**config.mk**
```make
export PLATFORM = sky130hd
export DESIGN_NAME = jitter_elastic_buf
export DESIGN_NICKNAME = d
export VERILOG_FILES = /design/src/rtl/jeb_pkg.sv /design/src/rtl/jeb_bitram.sv /design/src/rtl/jeb_fill_ctrl.sv /design/src/rtl/jeb_rate_div.sv /design/src/rtl/jeb_trip_latch.sv /design/src/rtl/jitter_elastic_buf.sv
export SDC_FILE = /design/constraint.sdc
export NUM_CORES = 1
export LEC_CHECK = 0
export BUFFER_PORTS_ARGS = -buffer_cell sky130_fd_sc_hd__buf_2
export CAP_MARGIN = 0
export CORE_UTILIZATION = 35
export DETAILED_ROUTE_END_ITERATION = 16
export SYNTH_ARGS = -nofsm -noshare
export SYNTH_HDL_FRONTEND = slang
export SYNTH_HIERARCHICAL = 1
export SYNTH_SLANG_ARGS = --single-unit
```
**constraint.sdc**
```tcl
create_clock -name clk -period 9.5 [get_ports clk]
set_clock_uncertainty 0.1 [all_clocks]
set_input_delay 0.95 -clock clk [delete_from_list [all_inputs] [get_ports clk]]
set_output_delay 0.95 -clock clk [all_outputs]
set_load 0.01 [all_outputs]
```
**src/rtl/jeb_pkg.sv**
```systemverilog
package jeb_pkg;
  typedef enum logic [1:0] {
    DIV_NOM  = 2'd0,
    DIV_FAST = 2'd1,
    DIV_SLOW = 2'd2
  } div_pick_e;
endpackage

```
**src/rtl/jeb_bitram.sv**
```systemverilog
module jeb_bitram #(
  parameter int DEPTH = 128,
  localparam int AW = $clog2(DEPTH)
) (
  input  logic          clk,
  input  logic          rst,
  input  logic          we,
  input  logic [AW-1:0] waddr,
  input  logic          wdata,
  input  logic          re,
  input  logic [AW-1:0] raddr,
  output logic          rdata
);
  logic mem [DEPTH];

  // write port, no reset so the array maps onto block RAM
  always_ff @(posedge clk) begin
    if (we) mem[waddr] <= wdata;
  end

  // read-first registered read port; holds its value when not enabled
  always_ff @(posedge clk) begin
    if (rst)     rdata <= 1'b0;
    else if (re) rdata <= mem[raddr];
  end
endmodule

```
**src/rtl/jeb_fill_ctrl.sv**
```systemverilog
module jeb_fill_ctrl
  import jeb_pkg::*;
#(
  parameter int DEEP_DEPTH    = 128,
  parameter int SHALLOW_DEPTH = 32,
  parameter int DEEP_TOL      = 120,
  parameter int SHALLOW_TOL   = 28,
  localparam int AW = $clog2(DEEP_DEPTH),
  localparam int FW = $clog2(DEEP_DEPTH + 1)
) (
  input  logic          clk,
  input  logic          rst,
  input  logic          restart,
  input  logic          deep,
  input  logic          active,
  input  logic          wr_en,
  input  logic          rd_en,
  output logic [AW-1:0] wr_addr,
  output logic [AW-1:0] rd_addr,
  output logic          rd_take,
  output div_pick_e     pick,
  output logic          ovf_pulse,
  output logic          unf_pulse
);
  localparam int HI_DEEP = DEEP_DEPTH / 2 + DEEP_TOL / 2;
  localparam int LO_DEEP = DEEP_DEPTH / 2 - DEEP_TOL / 2;
  localparam int HI_SHAL = SHALLOW_DEPTH / 2 + SHALLOW_TOL / 2;
  localparam int LO_SHAL = SHALLOW_DEPTH / 2 - SHALLOW_TOL / 2;

  logic [FW-1:0] fill;
  logic [FW-1:0] cur_depth;
  logic [FW-1:0] half_depth;
  logic [FW-1:0] hi_lim;
  logic [FW-1:0] lo_lim;
  logic [AW-1:0] ptr_mask;
  logic          do_wr;
  logic          do_rd;
  logic          empty;
  logic          full;
  logic          ovw;

  always_comb begin
    cur_depth  = deep ? FW'(DEEP_DEPTH) : FW'(SHALLOW_DEPTH);
    half_depth = cur_depth >> 1;
    ptr_mask   = deep ? AW'(DEEP_DEPTH - 1) : AW'(SHALLOW_DEPTH - 1);
    hi_lim     = deep ? FW'(HI_DEEP) : FW'(HI_SHAL);
    lo_lim     = deep ? FW'(LO_DEEP) : FW'(LO_SHAL);
  end

  assign do_wr   = active && wr_en;
  assign do_rd   = active && rd_en;
  assign empty   = (fill == '0);
  assign full    = (fill == cur_depth);
  assign rd_take = do_rd && !empty;
  assign ovw     = do_wr && full && !rd_take;

  always_comb begin
    if (fill > hi_lim)      pick = DIV_FAST;
    else if (fill < lo_lim) pick = DIV_SLOW;
    else                    pick = DIV_NOM;
  end

  always_ff @(posedge clk) begin
    if (rst || restart) begin
      wr_addr   <= AW'(half_depth);
      rd_addr   <= '0;
      fill      <= half_depth;
      ovf_pulse <= 1'b0;
      unf_pulse <= 1'b0;
    end else begin
      if (do_wr) wr_addr <= (wr_addr + AW'(1)) & ptr_mask;
      if (rd_take || ovw) rd_addr <= (rd_addr + AW'(1)) & ptr_mask;
      if (!ovw) begin
        if (do_wr && !rd_take)      fill <= fill + FW'(1);
        else if (!do_wr && rd_take) fill <= fill - FW'(1);
      end
      ovf_pulse <= ovw;
      unf_pulse <= do_rd && empty;
    end
  end

  p_fill_bound_r9: assert property (@(posedge clk) disable iff (rst)
    !restart |=> fill <= $past(cur_depth));

  p_ovw_holds_full_r9: assert property (@(posedge clk) disable iff (rst)
    (ovw && !restart) |=> (fill == $past(fill)) && ovf_pulse);

  p_unf_stays_empty_r10: assert property (@(posedge clk) disable iff (rst)
    (do_rd && empty && !do_wr && !restart) |=> (fill == '0) && unf_pulse);

  p_restart_centres_r8: assert property (@(posedge clk) disable iff (rst)
    restart |=> fill == $past(half_depth));
endmodule

```
**src/rtl/jeb_rate_div.sv**
```systemverilog
module jeb_rate_div
  import jeb_pkg::*;
#(
  parameter int NOM_DIV = 16,
  localparam int CW = $clog2(NOM_DIV + 2)
) (
  input  logic      clk,
  input  logic      rst,
  input  logic      restart,
  input  logic      run,
  input  div_pick_e pick,
  output logic      fire,
  output logic      adjust
);
  logic [CW-1:0] cnt;
  logic [CW-1:0] cur_div;

  assign fire   = run && (cnt == cur_div - CW'(1));
  assign adjust = fire && (pick != DIV_NOM);

  always_ff @(posedge clk) begin
    if (rst || restart) begin
      cnt     <= '0;
      cur_div <= CW'(NOM_DIV);
    end else if (!run) begin
      cnt <= '0;
    end else if (fire) begin
      cnt <= '0;
      case (pick)
        DIV_FAST: cur_div <= CW'(NOM_DIV - 1);
        DIV_SLOW: cur_div <= CW'(NOM_DIV + 1);
        default:  cur_div <= CW'(NOM_DIV);
      endcase
    end else begin
      cnt <= cnt + CW'(1);
    end
  end

  p_fast_shortens_r4: assert property (@(posedge clk) disable iff (rst)
    (fire && pick == DIV_FAST && !restart) |=> cur_div == CW'(NOM_DIV - 1));

  p_slow_lengthens_r5: assert property (@(posedge clk) disable iff (rst)
    (fire && pick == DIV_SLOW && !restart) |=> cur_div == CW'(NOM_DIV + 1));

  p_strobe_gap_r3: assert property (@(posedge clk) disable iff (rst)
    fire |=> !fire);
endmodule

```
**src/rtl/jeb_trip_latch.sv**
```systemverilog
module jeb_trip_latch (
  input  logic clk,
  input  logic rst,
  input  logic set,
  input  logic clr,
  output logic flag
);
  always_ff @(posedge clk) begin
    if (rst)      flag <= 1'b0;
    else if (set) flag <= 1'b1;
    else if (clr) flag <= 1'b0;
  end

  p_sticky_r7: assert property (@(posedge clk) disable iff (rst)
    (flag && !clr) |=> flag);
endmodule

```
**src/rtl/jitter_elastic_buf.sv**
```systemverilog
module jitter_elastic_buf
  import jeb_pkg::*;
#(
  parameter int DEEP_DEPTH    = 128,
  parameter int SHALLOW_DEPTH = 32,
  parameter int DEEP_TOL      = 120,
  parameter int SHALLOW_TOL   = 28,
  parameter int NOM_DIV       = 16
) (
  input  logic clk,
  input  logic rst,
  input  logic cfg_deep,
  input  logic cfg_bypass,
  input  logic in_stb,
  input  logic in_bit,
  input  logic trip_clr,
  output logic out_stb,
  output logic out_bit,
  output logic trip_flag,
  output logic ovf_evt,
  output logic unf_evt
);
  localparam int AW = $clog2(DEEP_DEPTH);

  logic          deep_q;
  logic          byp_q;
  logic          byp_stb_q;
  logic          byp_bit_q;
  logic          rd_stb_q;
  logic          restart;
  logic          div_fire;
  logic          div_adj;
  logic          rd_take;
  logic          ram_q;
  logic [AW-1:0] wr_addr;
  logic [AW-1:0] rd_addr;
  div_pick_e     pick;

  assign restart = (cfg_deep != deep_q) || (cfg_bypass != byp_q);

  always_ff @(posedge clk) begin
    if (rst) begin
      deep_q    <= cfg_deep;
      byp_q     <= cfg_bypass;
      byp_stb_q <= 1'b0;
      byp_bit_q <= 1'b0;
      rd_stb_q  <= 1'b0;
    end else begin
      deep_q    <= cfg_deep;
      byp_q     <= cfg_bypass;
      byp_stb_q <= in_stb && cfg_bypass;
      byp_bit_q <= in_bit;
      rd_stb_q  <= div_fire;
    end
  end

  jeb_fill_ctrl #(
    .DEEP_DEPTH   (DEEP_DEPTH),
    .SHALLOW_DEPTH(SHALLOW_DEPTH),
    .DEEP_TOL     (DEEP_TOL),
    .SHALLOW_TOL  (SHALLOW_TOL)
  ) u_fill (
    .clk      (clk),
    .rst      (rst),
    .restart  (restart),
    .deep     (cfg_deep),
    .active   (!cfg_bypass),
    .wr_en    (in_stb),
    .rd_en    (div_fire),
    .wr_addr  (wr_addr),
    .rd_addr  (rd_addr),
    .rd_take  (rd_take),
    .pick     (pick),
    .ovf_pulse(ovf_evt),
    .unf_pulse(unf_evt)
  );

  jeb_bitram #(.DEPTH(DEEP_DEPTH)) u_ram (
    .clk  (clk),
    .rst  (rst),
    .we   (in_stb && !cfg_bypass && !restart),
    .waddr(wr_addr),
    .wdata(in_bit),
    .re   (rd_take && !restart),
    .raddr(rd_addr),
    .rdata(ram_q)
  );

  jeb_rate_div #(.NOM_DIV(NOM_DIV)) u_div (
    .clk    (clk),
    .rst    (rst),
    .restart(restart),
    .run    (!cfg_bypass),
    .pick   (pick),
    .fire   (div_fire),
    .adjust (div_adj)
  );

  jeb_trip_latch u_trip (
    .clk (clk),
    .rst (rst),
    .set (div_adj),
    .clr (trip_clr),
    .flag(trip_flag)
  );

  assign out_stb = byp_q ? byp_stb_q : rd_stb_q;
  assign out_bit = byp_q ? byp_bit_q : ram_q;

  p_trip_on_adjust_r6: assert property (@(posedge clk) disable iff (rst)
    div_adj |=> trip_flag && out_stb);

  p_clear_drops_trip_r7: assert property (@(posedge clk) disable iff (rst)
    (trip_clr && !div_adj) |=> !trip_flag);

  p_bypass_quiet_r2: assert property (@(posedge clk) disable iff (rst)
    (cfg_bypass && !restart) |=> !ovf_evt && !unf_evt);
endmodule

```
==> metrics.cfg <==
[logic_synthesis]
synth_area_leaders = edfxtp_1, nor2_1, dfxtp_1
synth_most_common_cell = nor2_1
ys.flop_type = edfxtp_1
synth-seq-cells = 167
syn_inst = 647
avgSynthCellArea_sq_um = 12.49
ys_seq_area_share_pct = 58.97
synth_common_cells = nor2_1, edfxtp_1, nand2_1
synth_top_area_share_pct = 52.78
synth_nets = 675
yosysTopAreaCell = edfxtp_1
netlist-cell-type-count = 55
synth_edf_count = 142
ys_warn_count = 6
ys_async_sr_fraction_pct = 0
synth_area_sq_um = 8079

[routing]
num_vias = 5008
drt_iter0_markers = 379
vias_per_cell = 5.255
dr.pass1.iters = 4
routed_wl_mm = 16.32
routedWlPerCell_um = 17.12
ant_nets = 0
post-route-drc-count = 0

[timing]
tns_ns = 0
slew_violations = 0
tightest_slew_ns = 1.083
rsz0062_at_grt = no
fmax_ghz = 0.2272
finalHoldViolCount = 0
finalSetupViolCount = 0
min_period_ns = 4.402
hold_ws_ns = 0.3759
relSlewSlack_pct = 27.82
fin_crit_sh_pct = 46.34
setup_ws_ns = 5.098

[grt]
grt_pass1_wl_mm = 26.13
grt_usage_pct = 14.54
overflow = 0
grt_pass1_vias = 4868
antenna_found_initial = 0
grt_max_degree = 130

[setup_path]
required_ns = 9.76
critPathArrivalTime_ns = 4.66
startpoint_type = flip-flop
end_kind = flip-flop
worstPathMaxFanout = 11
crit_type = flip-flop to flip-flop

[pwr]
power.density_nw_per_um2 = 176.3
p_leak_uw = 0.002796
ir_worst_vdd_mv = 0.1100

[cts]
cts_sinks = 167
cts_resized = 0
clockBufferDepth = 2
postCtsHoldBufs = 0
postCtsSetupBuffers = 0
path_clk_slew_ns = 0.07
cts_tree = yes
cts_buffers = 17
clkLatencyLatePin_ns = 0.43
cts-htree-levels = 4
cts_root_buf = clkbuf_16

[floorplanning]
core-area_sq_um = 22640
pin_count = 12
die_h_um = 153.9
die_x_um = 153.9
rows = 55
die-area_sq_um = 23690
initial_core_util_pct = 35.68

[place]
hpwlAfterDp_mm = 9.897
place_area_sq_um = 8376
io_buffers = 11
routabilityCongestion = 0.7670
dp.cells = 921
post-place-ws_ns = 5.012

[finish]
area_delta_synth_final_pct = 10.67
final_cells = 953
antenna_cells = 0
final_area_sq_um = 8941
nNetsFinal = 683
drive_gt1_share_pct = 11.68

[flow_run]
timing.max_cap.violations = 0

[outcome]
status = finished, final reports clean

[worst_hold_path]
hold_path.class = flip-flop to flip-flop

## cell families (layout without fill, tap and decap cells)
family / after synthesis / in the layout / share of synthesized area (%)
flip-flops: 167 / 167 / 58.97
XOR/XNOR: 24 / 24 / 2.695
multiplexers: 55 / 55 / 11.86
AND/OR/NAND/NOR: 281 / 281 / 15.70
buffers and inverters: 45 / 66 / 2.741
adder cells (fa/ha/maj): 21 / 21 / 3.345
AO/OA/AOI/OAI: 54 / 54 / 4.677
## power breakdown
part | switching, uW | internal (uW) | leakage, uW | total, uW
sequential | 15.0 | 803 | 0.00151 | 818
clock | 298 | 368 | 0.000276 | 666
combinational | 58.9 | 32.5 | 0.00101 | 91.4
total | 372 | 1200 | 0.00280 | 1580
## sequential cells by signal, summed over array words and instances (netlist names)
signal and cells:
u_ram/rdata 1, u_fill/unf_pulse 1, u_fill/wr_addr 7, rd_stb_q 1, byp_stb_q 1, byp_bit_q 1, u_div/cur_div 3, u_fill/rd_addr 7
u_fill/fill 8, byp_q 1, deep_q 1, u_ram/mem 128, u_trip/flag 1, u_fill/ovf_pulse 1, u_div/cnt 5
## layout make-up
type | instances | area [sq um]
Fill cell | 2146 | 13700
Sequential cell | 167 | 4767
Multi-Input combinational cell | 435 | 3093
Clock buffer | 19 | 432.9
Tap cell | 285 | 356.6
Clock inverter | 13 | 132.6
Timing Repair Buffer | 15 | 87.58
Inverter | 19 | 71.32
## path summary, 6_finish.rpt
| path | from | endpoint | slack (ns) | cells past startpoint |
|---|---|---|---|---|
| max | u_div/cur_div[0] | u_fill/fill[7] | 5.10 | 17 |
| min reg2reg | u_div/cur_div[3] | u_div/cur_div[3] | 0.38 | 2 |
| max reg2reg | u_div/cur_div[0] | u_fill/fill[7] | 5.10 | 17 |
| min | u_div/cur_div[3] | u_div/cur_div[3] | 0.38 | 2 |
## worst max-delay path, cell delays in order, from the launching register on
cell and delay (ns):
dfxtp_1 0.39, inv_1 0.06, ha_1 0.30, xnor2_1 0.13, nor2_1 0.19, nand4_2 0.22, inv_1 0.12, nand2_1 0.09
a21oi_1 0.62, inv_1 0.11, ha_1 0.26, inv_1 0.25, ha_1 0.30, a211oi_1 0.35, nor3_1 0.16, a211oi_4 0.24
mux2i_1 0.24, mux2i_1 0.19
## per-layer routing
| metal | wire [um] | up-vias | global-route usage, % |
|---|---|---|---|
| li1 | - | 2382 | - |
| met1 | 7408 | 2502 | 18.29 |
| met2 | 7937 | 103 | 23.77 |
| met3 | 631 | 21 | 3.269 |
| met4 | 340 | 0 | 6.857 |
| met5 | 0 | - | 0 |
## cell usage in the layout, fill, tap and decap left out, types with 5 or more instances in the layout
cell / n
nor2_1: 164
edfxtp_1: 142
nand2_1: 34
nand3_1: 24
dfxtp_1: 23
mux2i_1: 20
ha_1: 20
inv_1: 19
clkbuf_16: 17
mux4_1: 16
nor2b_1: 14
xnor2_1: 12
xor2_1: 11
nor3_1: 11
mux4_2: 11
buf_2: 10
a21oi_1: 10
mux2_2: 8
o21ai_1: 7
a211oi_1: 7
o21ai_0: 7
inv_6: 6
nand2b_1: 6
buf_4: 5
nand4_1: 5
## stage by stage
step / util (%) / total power, uW
floorplan: - / 895.2
global placement: 36.99 / 924.7
detailed placement: 36.99 / 925.6
CTS: 39.49 / 1589
global route: 39.49 / 1630
finish: 39.49 / 1576
No activity file was read; power rests on OpenSTA's default activity.
